<file path="config.mk">
export PLATFORM = sky130hd
export DESIGN_NAME = clk_en_smb_slave
export DESIGN_NICKNAME = d
export VERILOG_FILES = /design/src/rtl/clk_en_smb_pkg.sv /design/src/rtl/smb_line_sync.sv /design/src/rtl/smb_slave_fsm.sv /design/src/rtl/clk_en_regs.sv /design/src/rtl/clk_en_smb_slave.sv
export SDC_FILE = /design/constraint.sdc
export NUM_CORES = 1
export LEC_CHECK = 0
export BUFFER_PORTS_ARGS = -buffer_cell sky130_fd_sc_hd__clkbuf_2
export CORE_MARGIN = 10
export CORE_UTILIZATION = 40
export DETAILED_ROUTE_END_ITERATION = 8
export SETUP_SLACK_MARGIN = 0.3
export SLEW_MARGIN = 20
export SYNTH_ARGS = -nofsm -noshare
export SYNTH_HDL_FRONTEND = slang
export SYNTH_SLANG_ARGS = --single-unit
</file>
<file path="constraint.sdc">
create_clock -name clk_i -period 2.5 [get_ports clk_i]
set_input_delay 0.25 -clock clk_i [delete_from_list [all_inputs] [get_ports clk_i]]
set_output_delay 0.25 -clock clk_i [all_outputs]
set_load 0.05 [all_outputs]
</file>
<file path="src/rtl/clk_en_smb_pkg.sv">
package clk_en_smb_pkg;
  localparam int REG_W = 8;

  typedef enum logic [2:0] {
    ST_IDLE, ST_RX, ST_ACK, ST_TX, ST_MACK, ST_SKIP
  } smb_state_e;

  typedef enum logic [1:0] {
    K_ADDR, K_CMD, K_DATA
  } smb_kind_e;
endpackage

</file>
<file path="src/rtl/smb_line_sync.sv">
module smb_line_sync #(
  parameter int STAGES = 2
) (
  input  logic clk_i,
  input  logic rst_ni,
  input  logic scl_i,
  input  logic sda_i,
  output logic sda_o,
  output logic scl_rise_o,
  output logic scl_fall_o,
  output logic start_o,
  output logic stop_o
);
  logic [1:0] raw, synced, prev;
  assign raw = {scl_i, sda_i};

  for (genvar g = 0; g < 2; g++) begin : g_line
    logic [STAGES-1:0] chain;
    always_ff @(posedge clk_i or negedge rst_ni) begin
      if (!rst_ni) chain <= '1;
      else         chain <= {chain[STAGES-2:0], raw[g]};
    end
    assign synced[g] = chain[STAGES-1];
  end

  always_ff @(posedge clk_i or negedge rst_ni) begin
    if (!rst_ni) prev <= 2'b11;
    else         prev <= synced;
  end

  assign sda_o      = synced[0];
  assign scl_rise_o = ~prev[1] & synced[1];
  assign scl_fall_o = prev[1] & ~synced[1];
  assign start_o    = prev[1] & synced[1] & prev[0] & ~synced[0];
  assign stop_o     = prev[1] & synced[1] & ~prev[0] & synced[0];
endmodule

</file>
<file path="src/rtl/smb_slave_fsm.sv">
module smb_slave_fsm
  import clk_en_smb_pkg::*;
#(
  parameter logic [6:0] SLAVE_ADDR = 7'h69
) (
  input  logic             clk_i,
  input  logic             rst_ni,
  input  logic             sda_i,
  input  logic             scl_rise_i,
  input  logic             scl_fall_i,
  input  logic             start_i,
  input  logic             stop_i,
  input  logic [REG_W-1:0] rdata_i,
  output logic [REG_W-1:0] cmd_o,
  output logic             wr_en_o,
  output logic [REG_W-1:0] wr_data_o,
  output logic             sda_pull_o
);
  smb_state_e       st_q;
  smb_kind_e        kind_q;
  logic [REG_W-1:0] sh_q;
  logic [2:0]       cnt_q;
  logic             full_q, rd_q;

  always_ff @(posedge clk_i or negedge rst_ni) begin
    if (!rst_ni) begin
      st_q <= ST_IDLE; kind_q <= K_ADDR; sh_q <= '0; cnt_q <= '0;
      full_q <= 1'b0; rd_q <= 1'b0; cmd_o <= '0; wr_en_o <= 1'b0;
      wr_data_o <= '0; sda_pull_o <= 1'b0;
    end else begin
      wr_en_o <= 1'b0;
      if (stop_i) begin
        st_q <= ST_IDLE; sda_pull_o <= 1'b0;
      end else if (start_i) begin
        st_q <= ST_RX; kind_q <= K_ADDR; cnt_q <= '0;
        full_q <= 1'b0; sda_pull_o <= 1'b0;
      end else begin
        unique case (st_q)
          ST_RX: begin
            if (scl_rise_i && !full_q) begin
              sh_q  <= {sh_q[REG_W-2:0], sda_i};
              cnt_q <= cnt_q + 3'd1;
              if (cnt_q == 3'd7) full_q <= 1'b1;
            end else if (scl_fall_i && full_q) begin
              full_q <= 1'b0;
              cnt_q  <= '0;
              unique case (kind_q)
                K_ADDR: begin
                  if (sh_q[7:1] == SLAVE_ADDR) begin
                    rd_q <= sh_q[0]; sda_pull_o <= 1'b1; st_q <= ST_ACK;
                  end else begin
                    st_q <= ST_SKIP;
                  end
                end
                K_CMD: begin
                  cmd_o <= sh_q; sda_pull_o <= 1'b1; st_q <= ST_ACK;
                end
                default: begin
                  wr_en_o <= 1'b1; wr_data_o <= sh_q;
                  sda_pull_o <= 1'b1; st_q <= ST_ACK;
                end
              endcase
            end
          end
          ST_ACK: begin
            if (scl_fall_i) begin
              if (kind_q == K_ADDR && rd_q) begin
                // first read bit goes out as the ACK slot ends
                st_q <= ST_TX; sh_q <= rdata_i;
                sda_pull_o <= ~rdata_i[REG_W-1]; cnt_q <= '0;
              end else begin
                sda_pull_o <= 1'b0;
                if (kind_q == K_ADDR) begin
                  kind_q <= K_CMD; st_q <= ST_RX;
                end else if (kind_q == K_CMD) begin
                  kind_q <= K_DATA; st_q <= ST_RX;
                end else begin
                  st_q <= ST_SKIP;
                end
              end
            end
          end
          ST_TX: begin
            if (scl_fall_i) begin
              if (cnt_q == 3'd7) begin
                sda_pull_o <= 1'b0; st_q <= ST_MACK;
              end else begin
                cnt_q <= cnt_q + 3'd1;
                sh_q  <= {sh_q[REG_W-2:0], 1'b0};
                sda_pull_o <= ~sh_q[REG_W-2];
              end
            end
          end
          ST_MACK: if (scl_fall_i) st_q <= ST_SKIP;
          default: ;
        endcase
      end
    end
  end
endmodule

</file>
<file path="src/rtl/clk_en_regs.sv">
module clk_en_regs
  import clk_en_smb_pkg::*;
#(
  parameter int NUM_REGS = 2
) (
  input  logic                      clk_i,
  input  logic                      rst_ni,
  input  logic                      wr_en_i,
  input  logic [REG_W-1:0]          addr_i,
  input  logic [REG_W-1:0]          wr_data_i,
  output logic [REG_W-1:0]          rdata_o,
  output logic [NUM_REGS*REG_W-1:0] regs_o
);
  for (genvar g = 0; g < NUM_REGS; g++) begin : g_reg
    logic [REG_W-1:0] val_q;
    always_ff @(posedge clk_i or negedge rst_ni) begin
      if (!rst_ni) val_q <= '1;
      else if (wr_en_i && addr_i == REG_W'(g)) val_q <= wr_data_i;
    end
    assign regs_o[g*REG_W +: REG_W] = val_q;
  end

  always_comb begin
    rdata_o = '0;
    for (int i = 0; i < NUM_REGS; i++)
      if (addr_i == REG_W'(i)) rdata_o = regs_o[i*REG_W +: REG_W];
  end
endmodule

</file>
<file path="src/rtl/clk_en_smb_slave.sv">
module clk_en_smb_slave
  import clk_en_smb_pkg::*;
#(
  parameter logic [6:0]              SLAVE_ADDR  = 7'h69,
  parameter int                      NUM_REGS    = 2,
  parameter int                      SYNC_STAGES = 2,
  parameter logic [NUM_REGS*8-1:0]   DEF_MASK    = 16'hF6EF,
  parameter logic [NUM_REGS*8-1:0]   DIFF_MASK   = 16'h46EF
) (
  input  logic                      clk_i,
  input  logic                      rst_ni,
  input  logic                      scl_i,
  input  logic                      sda_i,
  output logic                      sda_pull_o,
  output logic [NUM_REGS*REG_W-1:0] out_en_o,
  output logic [NUM_REGS*REG_W-1:0] hiz_o
);
  localparam int FLAT_W = NUM_REGS * REG_W;

  logic sda_s, scl_rise, scl_fall, start_det, stop_det, wr_en;
  logic [REG_W-1:0]  cmd, wr_data, rdata;
  logic [FLAT_W-1:0] regs;

  smb_line_sync #(.STAGES(SYNC_STAGES)) u_sync (
    .clk_i, .rst_ni, .scl_i, .sda_i,
    .sda_o(sda_s), .scl_rise_o(scl_rise), .scl_fall_o(scl_fall),
    .start_o(start_det), .stop_o(stop_det)
  );

  smb_slave_fsm #(.SLAVE_ADDR(SLAVE_ADDR)) u_fsm (
    .clk_i, .rst_ni, .sda_i(sda_s), .scl_rise_i(scl_rise),
    .scl_fall_i(scl_fall), .start_i(start_det), .stop_i(stop_det),
    .rdata_i(rdata), .cmd_o(cmd), .wr_en_o(wr_en),
    .wr_data_o(wr_data), .sda_pull_o
  );

  clk_en_regs #(.NUM_REGS(NUM_REGS)) u_regs (
    .clk_i, .rst_ni, .wr_en_i(wr_en), .addr_i(cmd),
    .wr_data_i(wr_data), .rdata_o(rdata), .regs_o(regs)
  );

  assign out_en_o = regs & DEF_MASK;
  assign hiz_o    = ~regs & DEF_MASK & DIFF_MASK;
endmodule

</file>
Word-level counts from Yosys, hierarchy flattened

Index checks and enable logic that the tools add are counted.

Register bits: 58
Output and inout bits: 33
Bits of input ports: 4

Add/subtract/negate cells: 1
Reductions and logical operators: 27
Equal/unequal tests: 27
Bitwise logic cells: 18
Mux-type cells: 58

Operators with widths:

| cell                                                | number |
|---|---|
| two-way mux 3 bit                                   | 20 |
| two-way mux 8 bit                                   | 7 |
| case mux 8 bit (3 select lines)                     | 1 |
| two-way mux 1 bit                                   | 21 |
| AND reduction 7 bit                                 | 3 |
| != test 4 x 3 -> 1 bit, second input constant       | 5 |
| AND reduction 6 bit                                 | 3 |
| NOT 15 bit                                          | 1 |
| two-way mux 2 bit                                   | 6 |
| case mux 3 bit (4 select lines)                     | 1 |
| NOT 1 bit                                           | 10 |
| != test 3 x 2 -> 1 bit, second input constant       | 3 |
| case mux 3 bit (3 select lines)                     | 1 |
| nonzero test 3 bit                                  | 3 |
| equality test 8 x 1 -> 1 bit, second input constant | 1 |
| zero test 8 bit                                     | 1 |
| != test 2 x 1 -> 1 bit, second input constant       | 4 |
| AND reduction 8 bit                                 | 1 |
| AND 1 bit                                           | 7 |
| equality test 7 bit, second input constant          | 1 |
| equality test 3 x 2 -> 1 bit, second input constant | 2 |
| equality test 3 bit, second input constant          | 2 |
| != test 3 bit, second input constant                | 2 |
| nonzero test 2 bit                                  | 3 |
| 17 further kinds                                    | 22 |

Depth between registers and ports, before layout

Depth in word-level cells: 9
Mapped depth: 6
Depth with buffers taken out: 6

By module

A second synthesis with hierarchy kept.

Cells, all modules: 240
Area total of the unflattened synthesis: 2960.3 um^2

By module, submodules not included:

| module           | seq. area each (um^2) | times used | area an instance (um^2) | cells an instance |
|---|---|---|---|---|
| smb_slave_fsm    | 900.9                 | 1          | 1883.1                  | 156 |
| clk_en_regs      | 420.4                 | 1          | 778.2                   | 54 |
| smb_line_sync    | 157.7                 | 1          | 190.2                   | 10 |
| clk_en_smb_slave | 0.0                   | 1          | 108.9                   | 20 |

Worst setup path before layout

OpenSTA, ideal clock, no wires.

Path kind: register -> register
Start: register u_fsm.cnt_q[0]
End: register u_fsm.sh_q[0]
Slack: 621 ps
Setup time: 125 ps
Stages on the path, launching flop included: 7
Clock period less this slack: 1879 ps
Arrival time: 1754 ps
Path through: dfrtp_1 ha_1 ha_1 nand2_1 a21boi_2 nor4_4 mux2_2

Longest elaborated chain between the ends: 3

Ends and longest elaborated chain:

| item                          | line                | text |
|---|---|---|
| from (decl)                   | smb_slave_fsm.sv:22 | `logic [2:0] cnt_q;` |
| from (signal assigned)        | smb_slave_fsm.sv:42 | `cnt_q <= cnt_q + 3'd1;` |
| from (signal assigned)        | smb_slave_fsm.sv:88 | `cnt_q <= cnt_q + 3'd1;` |
| equality test 3 bit           | smb_slave_fsm.sv:85 | `if (cnt_q == 3'd7) begin` |
| != test 2 bit (no line)       | n/a                 |  |
| AND reduction 8 bit (no line) | n/a                 |  |
| to (signal assigned)          | smb_slave_fsm.sv:41 | `sh_q <= {sh_q[REG_W-2:0], sda_i};` |
| to (signal assigned)          | smb_slave_fsm.sv:89 | `sh_q <= {sh_q[REG_W-2:0], 1'b0};` |
| to (decl)                     | smb_slave_fsm.sv:21 | `logic [REG_W-1:0] sh_q;` |

No other way between the ends.
A chain may end at the register's enable or synchronous reset.

Worst setup path in the final report

Start: register u_sync.g_line[1].chain[1]
End: register u_fsm.sh_q[3]

Longest elaborated chain between the ends: 5
Elaborated cells between the ends (all ways): 15
Classes of those cells: eq/ne: 3; bitwise: 10; reduce/logical: 2

Ends and longest elaborated chain:

| item                                       | line                                     | text |
|---|---|---|
| from (decl)                                | smb_line_sync.sv:18                      | `logic [STAGES-1:0] chain;` |
| from (signal assigned)                     | smb_line_sync.sv:21                      | `else chain <= {chain[STAGES-2:0], raw[g]};` |
| AND 1 bit                                  | smb_line_sync.sv:34, smb_line_sync.sv:35 |  |
| AND 1 bit (on tied branches) (2 in series) | smb_line_sync.sv:35, smb_line_sync.sv:34 |  |
| NOT 1 bit (no line)                        | n/a                                      |  |
| AND reduction 8 bit (no line) *            | n/a                                      |  |

Every way passes the cells marked *; elsewhere a longest branch is shown, timed or not.

==> summary.md <==
| Metric | Value |
|---|---|
| Leakage | 1.45 nW |
| Number of buffers added on ports | 27 |
| Clock-pin transition on the worst setup and hold timing paths | 70 ps |
| Cell-by-cell trace of the critical path | nor3b_1, o22ai_2, nor4_4, mux2_2 |
| Final HPWL from detailed placement | 4050 um |
| Worst setup path class | flip-flop to flip-flop |
| Avg Inst Size Synth | 11.7 um2 |
| H-tree Lvls | 3 |
| Final #Nets | 277 |
| Quantity of hold-fixing buffers added after cts | 2 |
| Number of resized instances in the post-cts repair step | 0 |
| Residual overflow from global routing | 0 |
| Crit start category | flip-flop |
| Number of diodes added for antenna fixing | 0 |
| Total power | 0.00300 W |
| Critical Path End Type | flip-flop |
| Number of global-route vias before repair | 1,853 |
| Synth Warn # | 0 |
| Die W | 106 um |
| Fill cell instance count of the final layout | 681 |
| Total setup violations reported at the end of the flow | 0 |
| Number of clock sinks seen by CTS | 58 |
| Maximum number of pins on one net before global-route repair | 59 |
| Min-Delay Path Class | input pin to asynchronous set/reset pin |
| Reg2reg setup slack | 410 ps |
| Commonest register cell after synthesis | sky130_fd_sc_hd__dfrtp_1 |
| Slowest cell on crit path | sky130_fd_sc_hd__dfstp_2 |
| Pre-antenna DRT Iters | 4 |
| DRC violations left | 0 |
| VDD IR max | 284 uV |
| Area used by multi-input combinational logic | 0.00121 mm2 |
| Cell family with the largest share of critical-path delay | simple AND/OR/NAND/NOR gates |
| Instance count of the mapped netlist | 251 |
| Number of enable flip-flop cells after synthesis | 0 |
| Max-cap check violation count | 0 |
| Unrepaired setup endpoints after global routing | no |
| Wire length of the first global-routing pass | 9610 um |
| FF/Latch Area | 0.00148 mm2 |
| FFs w/ async S/R, synth | 1.00 |
| Hold violation total from the final report | 0 |
| Via density per instance | 4.99 |
| Die Height | 106 um |
| Final worst path period share | 0.834 |
| Number of buffers inserted during clock tree synthesis | 9 |
| Post-Syn Area | 0.00293 mm2 |
| Total number of placement rows | 31 |
| Fin Clk Skew | 10.7 ps |
| Critical path data required time | 2720 ps |
| DRT antenna net count | 0 |
| Power per cell area | 917 mW/mm2 |
| Overall Global Routing Usage | 0.107 |
| Largest fanout on the critical path | 8 |
| Fraction of final layout cells with drive strength greater than 1 | 0.431 |
| Area growth from synthesis to final layout | 11.8% |
| Sum of buffers and inverters on the critical path | 0 |
| Clock tree from TritonCTS | built |
| Cell at the root of the clock tree | sky130_fd_sc_hd__clkbuf_8 |
| WL final | 5820 um |
| Portion of the post-synthesis area used by sequential elements | 0.505 |
| Upper clock frequency limit | 480 MHz |
| Slew @ Worst Pin | 738 ps |
| Average routed wire per standard cell | 15.5 um |
| Max Transition Viols Final | 0 |
| Antenna violations before repair | 0 |
| Fin Setup TNS | 0 ps |
| Largest stage delay, worst path | 580 ps |
| Clock buffer depth | 2 |
| Result of the run | completed |
| Clock latency at the later pin of the worst-skew pair | 340 ps |
| Post CTS Setup Buffer Count | 0 |
| Core Box Area | 0.00718 mm2 |
| Unique cell type count in the Yosys netlist | 46 |
| IO Count | 37 |
| Critical Path AT | 2300 ps |
| Die outline area | 0.0111 mm2 |
| Total number of vias | 1,872 |
| Max-slew headroom at the worst pin | 0.508 |
| Placer Congestion | 0.788 |
| Minimum period implied by the final worst setup slack | 2090 ps |
| Number of register bits inferred by synthesis | 58 |
| Detailed Route Iter0 Violations | 140 |
| Initial standard-cell utilization of the core | 0.408 |
## area by class of cell
cell class / instances / area share
flip-flops and latches: 58 / 0.452
clock inverters: 7 / 0.0310
repair buffers: 32 / 0.0543
inverters: 15 / 0.0172
well taps: 99 / 0.0378
clock buffers: 9 / 0.0378
multi-input cells: 155 / 0.370
## kinds of logic (layout without fill, tap and decap cells)
family / after synthesis / after routing / synth area share
flops: 58 / 58 / 0.505
simple gates: 58 / 58 / 0.120
mux: 52 / 52 / 0.196
buf+inv: 46 / 63 / 0.0910
compound gates: 33 / 33 / 0.0756
fa+ha+maj: 2 / 2 / 0.00855
other cells: 1 / 9 / 0.00128
xor+xnor: 1 / 1 / 0.00299
## per-stage QoR
step	instance area (um2)	hold slack (ps)	std cells	worst slack, ps	util
2_1_floorplan	2960	-45.6	259	621	-
3_3_place_gp	3030	341	357	438	0.422
3_5_place_dp	3030	342	357	430	0.422
4_1_cts	3270	77.5	375	412	0.456
5_1_grt	3270	122	375	311	0.456
6_report	3270	52.2	375	415	0.456
## cell usage in the layout (no fill, tap or decap), types with 10 or more instances in the layout
cell,n
sky130_fd_sc_hd__dfstp_2,22
sky130_fd_sc_hd__inv_1,15
sky130_fd_sc_hd__clkbuf_2,27
sky130_fd_sc_hd__mux2_2,42
sky130_fd_sc_hd__nand2_1,13
sky130_fd_sc_hd__mux2i_1,10
sky130_fd_sc_hd__dfrtp_1,36
## worst paths after layout
| check | from | endpoint | depth (start not counted) |
|---|---|---|---|
| setup / recovery | u_sync.g_line[1].chain[1]$_DFF_PN1_ | u_fsm.sh_q[3]$_DFFE_PN0P_ | 4 |
| hold / removal | rst_ni | u_fsm.st_q[2]$_DFFE_PN0P_ | 2 |
| setup reg to reg | u_sync.g_line[1].chain[1]$_DFF_PN1_ | u_fsm.sh_q[3]$_DFFE_PN0P_ | 4 |
| hold reg to reg | u_sync.g_line[1].chain[0]$_DFF_PN1_ | u_sync.g_line[1].chain[1]$_DFF_PN1_ | 0 |
| max in group asynchronous | rst_ni | u_fsm.cmd_o[6]$_DFFE_PN0P_ | 2 |
| min in group clk_i | u_sync.g_line[1].chain[0]$_DFF_PN1_ | u_sync.g_line[1].chain[1]$_DFF_PN1_ | 0 |
## metal layers
layer  global-route usage  share of wire  vias to the layer above
met5                    0              0                        -
met4               0.0493         0.0094                        0
met3               0.0359          0.056                        5
met2                0.156           0.46                       37
met1                0.140           0.47                      933
li1                     -              -                      897
## flip-flops by register name, indices dropped and copies added, names as in the netlist
register             cells
u_fsm.cmd_o              8
u_fsm.cnt_q              3
u_fsm.full_q             1
u_fsm.kind_q             2
u_fsm.rd_q               1
u_fsm.sda_pull_o         1
u_fsm.sh_q               8
u_fsm.st_q               3
u_fsm.wr_data_o          8
u_fsm.wr_en_o            1
u_regs.g.val_q          16
u_sync.g_line.chain      4
u_sync.prev              2
## Yosys cell counts, drive strengths merged, types with 4 or more instances
| cell | instances | share of area |
|---|---|---|
| inv | 15 | 0.019 |
| o21ai | 9 | 0.015 |
| dfstp | 22 | 0.20 |
| o22ai | 6 | 0.015 |
| mux2 | 42 | 0.16 |
| nor2 | 9 | 0.012 |
| nand3b | 4 | 0.010 |
| a211oi | 5 | 0.013 |
| clkbuf | 4 | 0.0051 |
| mux2i | 10 | 0.034 |
| nand2b | 6 | 0.013 |
| nand3 | 5 | 0.010 |
| nand2 | 13 | 0.017 |
| dfrtp | 36 | 0.31 |
| buf | 27 | 0.067 |
## power breakdown
part	internal, W	switching, W
Sequential	0.00107	0.000190
Combinational	0.000367	0.000403
Clock	0.000569	0.000401
Power figures use the tool's default switching activity.
